### src/rtl/lane_steer_pkg.sv
// Shared access-size encoding for the lane router.
// Assumes a two-bit size field driven by the core's load/store path.
package lane_steer_pkg;
    typedef enum logic [1:0] {
        SZ_BYTE  = 2'b00,
        SZ_HALF  = 2'b01,
        SZ_WORD  = 2'b10,
        SZ_FETCH = 2'b11
    } acc_size_e;
endpackage

### src/rtl/lane_map.sv
// Maps (size, offset, endian) to a starting lane, a byte-enable mask and a
// misalignment flag. Assumes NL is a power of two and at least 2.
module lane_map
    import lane_steer_pkg::*;
#(
    parameter int unsigned NL = 4,
    localparam int unsigned OW = $clog2(NL)
) (
    input  acc_size_e         size,
    input  logic [OW-1:0]     offset,
    input  logic              big,
    output logic [OW-1:0]     lane,
    output logic [NL-1:0]     be,
    output logic              misalign
);
    localparam logic [OW-1:0] BYTE_FLIP = OW'(NL - 1);
    localparam logic [OW-1:0] HALF_FLIP = OW'(NL - 2);
    localparam logic [NL-1:0] ONE_LANE  = NL'(1);
    localparam logic [NL-1:0] TWO_LANES = NL'(3);

    // Select the lowest lane of the addressed item and build its enable mask.
    always_comb begin
        lane     = '0;
        be       = '0;
        misalign = 1'b0;
        unique case (size)
            SZ_BYTE: begin
                lane = offset ^ (big ? BYTE_FLIP : '0);
                be   = ONE_LANE << lane;
            end
            SZ_HALF: begin
                if (offset[0]) begin
                    misalign = 1'b1;
                end else begin
                    lane = offset ^ (big ? HALF_FLIP : '0);
                    be   = TWO_LANES << lane;
                end
            end
            default: be = '1;
        endcase
    end
endmodule

### src/rtl/store_pack.sv
// Replicates store data across the bus lanes by access size.
// Assumes the core presents sub-word data right-aligned in st_data.
module store_pack
    import lane_steer_pkg::*;
#(
    parameter int unsigned DW = 32,
    localparam int unsigned NL = DW / 8
) (
    input  acc_size_e     size,
    input  logic [DW-1:0] st_data,
    output logic [DW-1:0] bus_wdata
);
    // Copy the byte or halfword onto every lane it may occupy.
    always_comb begin
        unique case (size)
            SZ_BYTE: bus_wdata = {NL{st_data[7:0]}};
            SZ_HALF: bus_wdata = {(NL/2){st_data[15:0]}};
            default: bus_wdata = st_data;
        endcase
    end
endmodule

### src/rtl/load_unpack.sv
// Captures load attributes at acceptance and, one cycle later, extracts and
// widens the addressed item from the returned bus word.
// Assumes memory returns read data in the cycle after the request.
module load_unpack
    import lane_steer_pkg::*;
#(
    parameter int unsigned DW = 32,
    localparam int unsigned NL = DW / 8,
    localparam int unsigned OW = $clog2(NL)
) (
    input  logic          clk,
    input  logic          rst_n,
    input  logic          accept,
    input  acc_size_e     size,
    input  logic [OW-1:0] offset,
    input  logic          big,
    input  logic          sgn,
    input  logic [DW-1:0] bus_rdata,
    output logic          ld_valid,
    output logic [DW-1:0] ld_data
);
    acc_size_e     cap_size;
    logic [OW-1:0] cap_off;
    logic          cap_big;
    logic          cap_sgn;
    logic [OW-1:0] lane;
    logic [NL-1:0] unused_be;
    logic          cap_mis;
    logic [DW-1:0] shifted;
    logic [DW-1:0] widened;

    // Hold the attributes of the accepted load for the data cycle.
    always_ff @(posedge clk) begin
        if (!rst_n) begin
            ld_valid <= 1'b0;
            cap_size <= SZ_WORD;
            cap_off  <= '0;
            cap_big  <= 1'b0;
            cap_sgn  <= 1'b0;
        end else begin
            ld_valid <= accept;
            if (accept) begin
                cap_size <= size;
                cap_off  <= offset;
                cap_big  <= big;
                cap_sgn  <= sgn;
            end
        end
    end

    lane_map #(.NL(NL)) u_rd_map (
        .size     (cap_size),
        .offset   (cap_off),
        .big      (cap_big),
        .lane     (lane),
        .be       (unused_be),
        .misalign (cap_mis)
    );

    // Move the addressed item down to bit 0 and apply zero or sign fill.
    always_comb begin
        shifted = bus_rdata >> {lane, 3'b000};
        unique case (cap_size)
            SZ_BYTE: widened = {{(DW-8){cap_sgn & shifted[7]}}, shifted[7:0]};
            SZ_HALF: widened = cap_mis ? '0
                             : {{(DW-16){cap_sgn & shifted[15]}}, shifted[15:0]};
            default: widened = bus_rdata;
        endcase
        ld_data = ld_valid ? widened : '0;
    end

    a_r6_unsigned_byte_zero_fill: assert property (@(posedge clk) disable iff (!rst_n)
        (ld_valid && cap_size == SZ_BYTE && !cap_sgn) |-> ld_data[DW-1:8] == '0);
    a_r5_misaligned_load_zero: assert property (@(posedge clk) disable iff (!rst_n)
        (ld_valid && cap_mis) |-> ld_data == '0);
    a_r10_idle_result_zero: assert property (@(posedge clk) disable iff (!rst_n)
        !ld_valid |-> ld_data == '0);
endmodule

### src/rtl/endian_lane_router.sv
// Top of the sub-word lane router: store steering and byte enables on the
// request cycle, extended load result one cycle later.
// Assumes one access per cycle and read data one cycle after a load request.
module endian_lane_router
    import lane_steer_pkg::*;
#(
    parameter int unsigned DW = 32,
    localparam int unsigned NL = DW / 8,
    localparam int unsigned OW = $clog2(NL)
) (
    input  logic          clk,
    input  logic          rst_n,
    input  logic          req_valid,
    input  logic          req_write,
    input  logic [1:0]    req_size,
    input  logic [OW-1:0] req_offset,
    input  logic          req_signed,
    input  logic          big_end,
    input  logic [DW-1:0] st_data,
    output logic [DW-1:0] bus_wdata,
    output logic [NL-1:0] bus_be,
    output logic          misalign,
    input  logic [DW-1:0] bus_rdata,
    output logic          ld_valid,
    output logic [DW-1:0] ld_data
);
    acc_size_e     size;
    logic [OW-1:0] unused_lane;
    logic [NL-1:0] raw_be;
    logic          raw_mis;

    assign size = acc_size_e'(req_size);

    lane_map #(.NL(NL)) u_wr_map (
        .size     (size),
        .offset   (req_offset),
        .big      (big_end),
        .lane     (unused_lane),
        .be       (raw_be),
        .misalign (raw_mis)
    );

    store_pack #(.DW(DW)) u_pack (
        .size      (size),
        .st_data   (st_data),
        .bus_wdata (bus_wdata)
    );

    // Drive enables and the alignment flag only for an accepted access.
    always_comb begin
        bus_be   = req_valid ? raw_be : '0;
        misalign = req_valid & raw_mis;
    end

    load_unpack #(.DW(DW)) u_unpack (
        .clk       (clk),
        .rst_n     (rst_n),
        .accept    (req_valid & ~req_write),
        .size      (size),
        .offset    (req_offset),
        .big       (big_end),
        .sgn       (req_signed),
        .bus_rdata (bus_rdata),
        .ld_valid  (ld_valid),
        .ld_data   (ld_data)
    );

    a_r1_byte_single_lane: assert property (@(posedge clk) disable iff (!rst_n)
        (req_valid && req_size == 2'b00) |-> $countones(bus_be) == 1);
    a_r5_misalign_no_enables: assert property (@(posedge clk) disable iff (!rst_n)
        misalign |-> bus_be == '0);
    a_r4_word_full_lanes: assert property (@(posedge clk) disable iff (!rst_n)
        (req_valid && req_size[1]) |-> (bus_be == '1 && bus_wdata == st_data));
    a_r11_idle_no_enables: assert property (@(posedge clk) disable iff (!rst_n)
        !req_valid |-> (bus_be == '0 && !misalign));
    a_r8_result_follows_load: assert property (@(posedge clk) disable iff (!rst_n)
        (req_valid && !req_write) |=> ld_valid);
    a_r8_no_spurious_result: assert property (@(posedge clk) disable iff (!rst_n)
        ld_valid |-> $past(req_valid && !req_write));
endmodule

### config.mk
export PLATFORM = sky130hd
export DESIGN_NAME = endian_lane_router
export DESIGN_NICKNAME = d
export VERILOG_FILES = /design/src/rtl/lane_steer_pkg.sv /design/src/rtl/lane_map.sv /design/src/rtl/store_pack.sv /design/src/rtl/load_unpack.sv /design/src/rtl/endian_lane_router.sv
export SDC_FILE = /design/constraint.sdc
export NUM_CORES = 1
export LEC_CHECK = 0
export ABC_CLOCK_PERIOD_IN_PS = 3250
export BUFFER_PORTS_ARGS = -buffer_cell sky130_fd_sc_hd__clkbuf_2
export CAP_MARGIN = 20
export CORE_MARGIN = 2
export CORE_UTILIZATION = 39
export DETAILED_ROUTE_END_ITERATION = 12
export GPL_TIMING_DRIVEN = 0
export HOLD_SLACK_MARGIN = 0.02
export PLACE_DENSITY = 0.81
export SLEW_MARGIN = 10
export SYNTH_ARGS = -nofsm -noshare
export SYNTH_HDL_FRONTEND = slang
export SYNTH_SLANG_ARGS = --single-unit
export TNS_END_PERCENT = 30
### constraint.sdc
create_clock -name clk -period 3.25 [get_ports clk]
set_clock_uncertainty 0.1 [all_clocks]
set_input_delay 0.4875 -clock clk [delete_from_list [all_inputs] [get_ports clk]]
set_output_delay 0.4875 -clock clk [all_outputs]
set_load 0.1 [all_outputs]
==> qor.tcl <==
set qor(run_status) {complete, no violations}
set qor(dr.first_iter.drc_count) 126
set qor(root_driver) {sky130_fd_sc_hd__clkbuf_8}
set qor(chipHeight_um) 69.6
set qor(cp_max_fo) 10
set qor(vias) 2312
set qor(synth_seq_area_share_pct) 8.35
set qor(finalCritPeriodShare_pct) 96.4
set qor(mostFrequentLayoutCells) {sky130_fd_sc_hd__clkbuf_2 (117), sky130_fd_sc_hd__a21oi_1 (29), sky130_fd_sc_hd__buf_4 (26)}
set qor(tritoncts) {built}
set qor(highest_clock_frequency_the_design_can_meet_mhz) 319
set qor(final_cells) 430
set qor(slew-limit-headroom_pct) 52.9
set qor(start_util_pct) 41.4
set qor(postSynth.topFlopCell) {sky130_fd_sc_hd__dfxtp_1}
set qor(cts-buffers-inserted) 3
set qor(place_congestion) 0.877
set qor(ir_drop_mv) 0.324
set qor(final_common_cell) {sky130_fd_sc_hd__clkbuf_2}
set qor(design.die.area_um2) 4840
set qor(synth_edf_count) 0
set qor(flow.area_growth_from_synthesis_pct) 55.9
set qor(p_leak_uw) 0.00139
set qor(cap_violations) 0
set qor(fin_crit_ns) 3.13
set qor(async_flop_share_pct) 0
set qor(synth_fp_nets) 303
set qor(fin_total_pwr_uw) 836
set qor(yosysUniqueCellTypes) 46
set qor(layout.nets) 455
set qor(end_kind) {output port}
set qor(transition_at_the_pin_with_the_smallest_max_transition_slack_ns) 0.703
set qor(drt.antenna.violating_nets) 0
set qor(slew_violations) 0
set qor(routed_wire_length_per_instance_um) 14.3
set qor(synth.top_cells.by_area) {sky130_fd_sc_hd__mux2_2 (11%), sky130_fd_sc_hd__a21oi_1 (8.9%), sky130_fd_sc_hd__dfxtp_1 (8.4%)}
set qor(core_region_area_um2) 4060
set qor(first_pass_iteration_count_of_the_detailed_router) 5
set qor(finalSetupViolations) 0
set qor(pwr_density_cell_nw_per_um2) 320
set qor(drt-vias-per-instance) 5.38
set qor(yosysTopAreaCell) {sky130_fd_sc_hd__mux2_2}
set qor(remaining_drc_errors) 0
set qor(tns_ns) 0
set qor(critical_path.startpoint_type) {flip-flop}
set qor(placedCellCount) 421
set qor(track_usage_pct) 24.2
set qor(cts.clk_slew.worst_paths_ns) 0.04
set qor(first_global_vias) 2176
set qor(cts.sinks) 7
set qor(post_route_cells_drive_above_1_share_pct) 53.2
set qor(timing.critical_path.required_ns) 2.66
set qor(synthesized_flop_and_latch_total) 7
set qor(count_of_standard_cell_rows) 23
set qor(grt_antenna_before_repair) 0
set qor(hold_viol) 0
set qor(synthDominantCellAreaShare_pct) 10.7
set qor(syn-instance-count) 229
set qor(worst_skew_pair.late_latency_ns) 0.22
set qor(first_pass_grt_wire_length_um) 9780
set qor(critical_path_arrival_ns) 2.54
set qor(ioPinCount) 144
set qor(grt_start_max_net_pins) 11
set qor(timing.setup.critical_path_class) {reg2out}
set qor(synth.cell_area_um2) 1680
set qor(num_antenna_cells) 0
set qor(die_extent_in_x_um) 69.6
set qor(hold_path.class) {in2reg}
set qor(final_hpwl_from_detailed_placement_um) 4990
set qor(clock_path_buffers) 2
set qor(gr-total-overflow) 0
set qor(syn_area_per_cell_um2) 7.33
set qor(routed_wirelength_um) 6160
set qor(cts-htree-levels) 1
set qor(synthesis.yosys.warnings) 0
set qor(portBuffers) 142
==> critical path: stages (launching register included) <==
cell	delay (ns)
sky130_fd_sc_hd__dfxtp_1	0.28
sky130_fd_sc_hd__buf_2	0.18
sky130_fd_sc_hd__a21o_1	0.25
sky130_fd_sc_hd__o31ai_1	0.26
sky130_fd_sc_hd__nand3_1	0.17
sky130_fd_sc_hd__a32o_1	0.31
sky130_fd_sc_hd__o31ai_4	0.34
sky130_fd_sc_hd__buf_4	0.20
sky130_fd_sc_hd__a21oi_1	0.05
sky130_fd_sc_hd__buf_4	0.27
==> layer usage <==
layer  GRT usage (%)  routed length [µm]  share of wire, %
met1            25.8                2240                36
met2            47.0                3260                53
met3            4.22                 586               9.5
met4            8.71                  72               1.2
met5               0                   0                 0
==> timing repair <==
action | in CTS | in global routing
hold buffers | 0 | 0
buffers inserted | 0 | 5
pin swaps | 1 | 3
resized for setup | 14 | 39
endpoints found under the hold margin | 0 | 0
setup endpoints to repair | 20 | 30
==> flip-flops by register name (all words and copies together) (netlist names) <==
signal,flops
u_unpack.cap_big,1
u_unpack.cap_off,2
u_unpack.cap_sgn,1
u_unpack.cap_size,2
u_unpack.ld_valid,1
==> metrics by stage <==
stage	utilization [%]	hold WS [ns]	instance area, µm²	setup slack, ns
after floorplan	-	0.447	1680	-0.495
after global placement	60.4	0.474	2450	0.128
after detailed placement	60.4	0.500	2450	0.101
after CTS	62.4	0.416	2530	0.0225
after global routing	64.5	0.440	2620	-0.0109
final	64.5	0.415	2620	0.118
==> kinds of logic (layout without fill, tap and decap cells) <==
family	count (synthesis)	in the layout	synth area share, %
mux	35	35	27.5
xor+xnor	3	3	1.57
buf+inv	44	195	12.6
fa+ha+maj	1	1	0.597
compound gates	78	78	31.5
flops	7	7	8.35
simple gates	61	61	17.9
==> power by group <==
| group | switching, µW | leakage, µW | internal (µW) | total [µW] |
|---|---|---|---|---|
| registers | 5.25 | 0.0000574 | 90.6 | 95.9 |
| logic | 476 | 0.00131 | 143 | 619 |
| clock network | 36.7 | 0.0000228 | 84.8 | 121 |
| total | 518 | 0.00139 | 319 | 836 |
==> synthesized netlist by cell type, types with 2 or more instances <==
cell                       number
sky130_fd_sc_hd__a211oi_1       2
sky130_fd_sc_hd__a22oi_1        7
sky130_fd_sc_hd__nand2_1       22
sky130_fd_sc_hd__nand3_1        2
sky130_fd_sc_hd__buf_2          3
sky130_fd_sc_hd__nor3_1         3
sky130_fd_sc_hd__dfxtp_1        7
sky130_fd_sc_hd__and2_1         2
sky130_fd_sc_hd__buf_4          9
sky130_fd_sc_hd__inv_1         19
sky130_fd_sc_hd__mux2_2        16
sky130_fd_sc_hd__mux4_2         6
sky130_fd_sc_hd__o221a_2        8
sky130_fd_sc_hd__clkbuf_1       8
sky130_fd_sc_hd__nor2b_1       13
sky130_fd_sc_hd__o21ai_0       13
sky130_fd_sc_hd__mux2i_1       12
sky130_fd_sc_hd__buf_1          3
sky130_fd_sc_hd__nor2_1        10
sky130_fd_sc_hd__xnor2_1        2
sky130_fd_sc_hd__nand2b_1       4
sky130_fd_sc_hd__o21a_1         5
sky130_fd_sc_hd__a21oi_1       30
==> path summary, 6_finish.rpt <==
path / end / slack (ns) / from / depth (start not counted)
max reg2reg: u_unpack.cap_size[1] / 1.78 / u_unpack.cap_size[1] / 3
min: u_unpack.cap_size[1] / 0.41 / rst_n / 2
max: ld_data[19] / 0.12 / u_unpack.cap_size[0] / 9
min reg2reg: u_unpack.cap_off[1] / 0.50 / u_unpack.cap_off[1] / 2
==> cell type report <==
cell class | instances | area, µm²
tap | 50 | 62.6
multi-input combinational | 178 | 1360
timing repair buffer | 147 | 801
inverter | 19 | 71.3
fill | 361 | 1440
buffer | 25 | 140
clock buffer | 4 | 45.0
sequential | 7 | 140
Note: power is estimated with default switching activity, not from simulation.
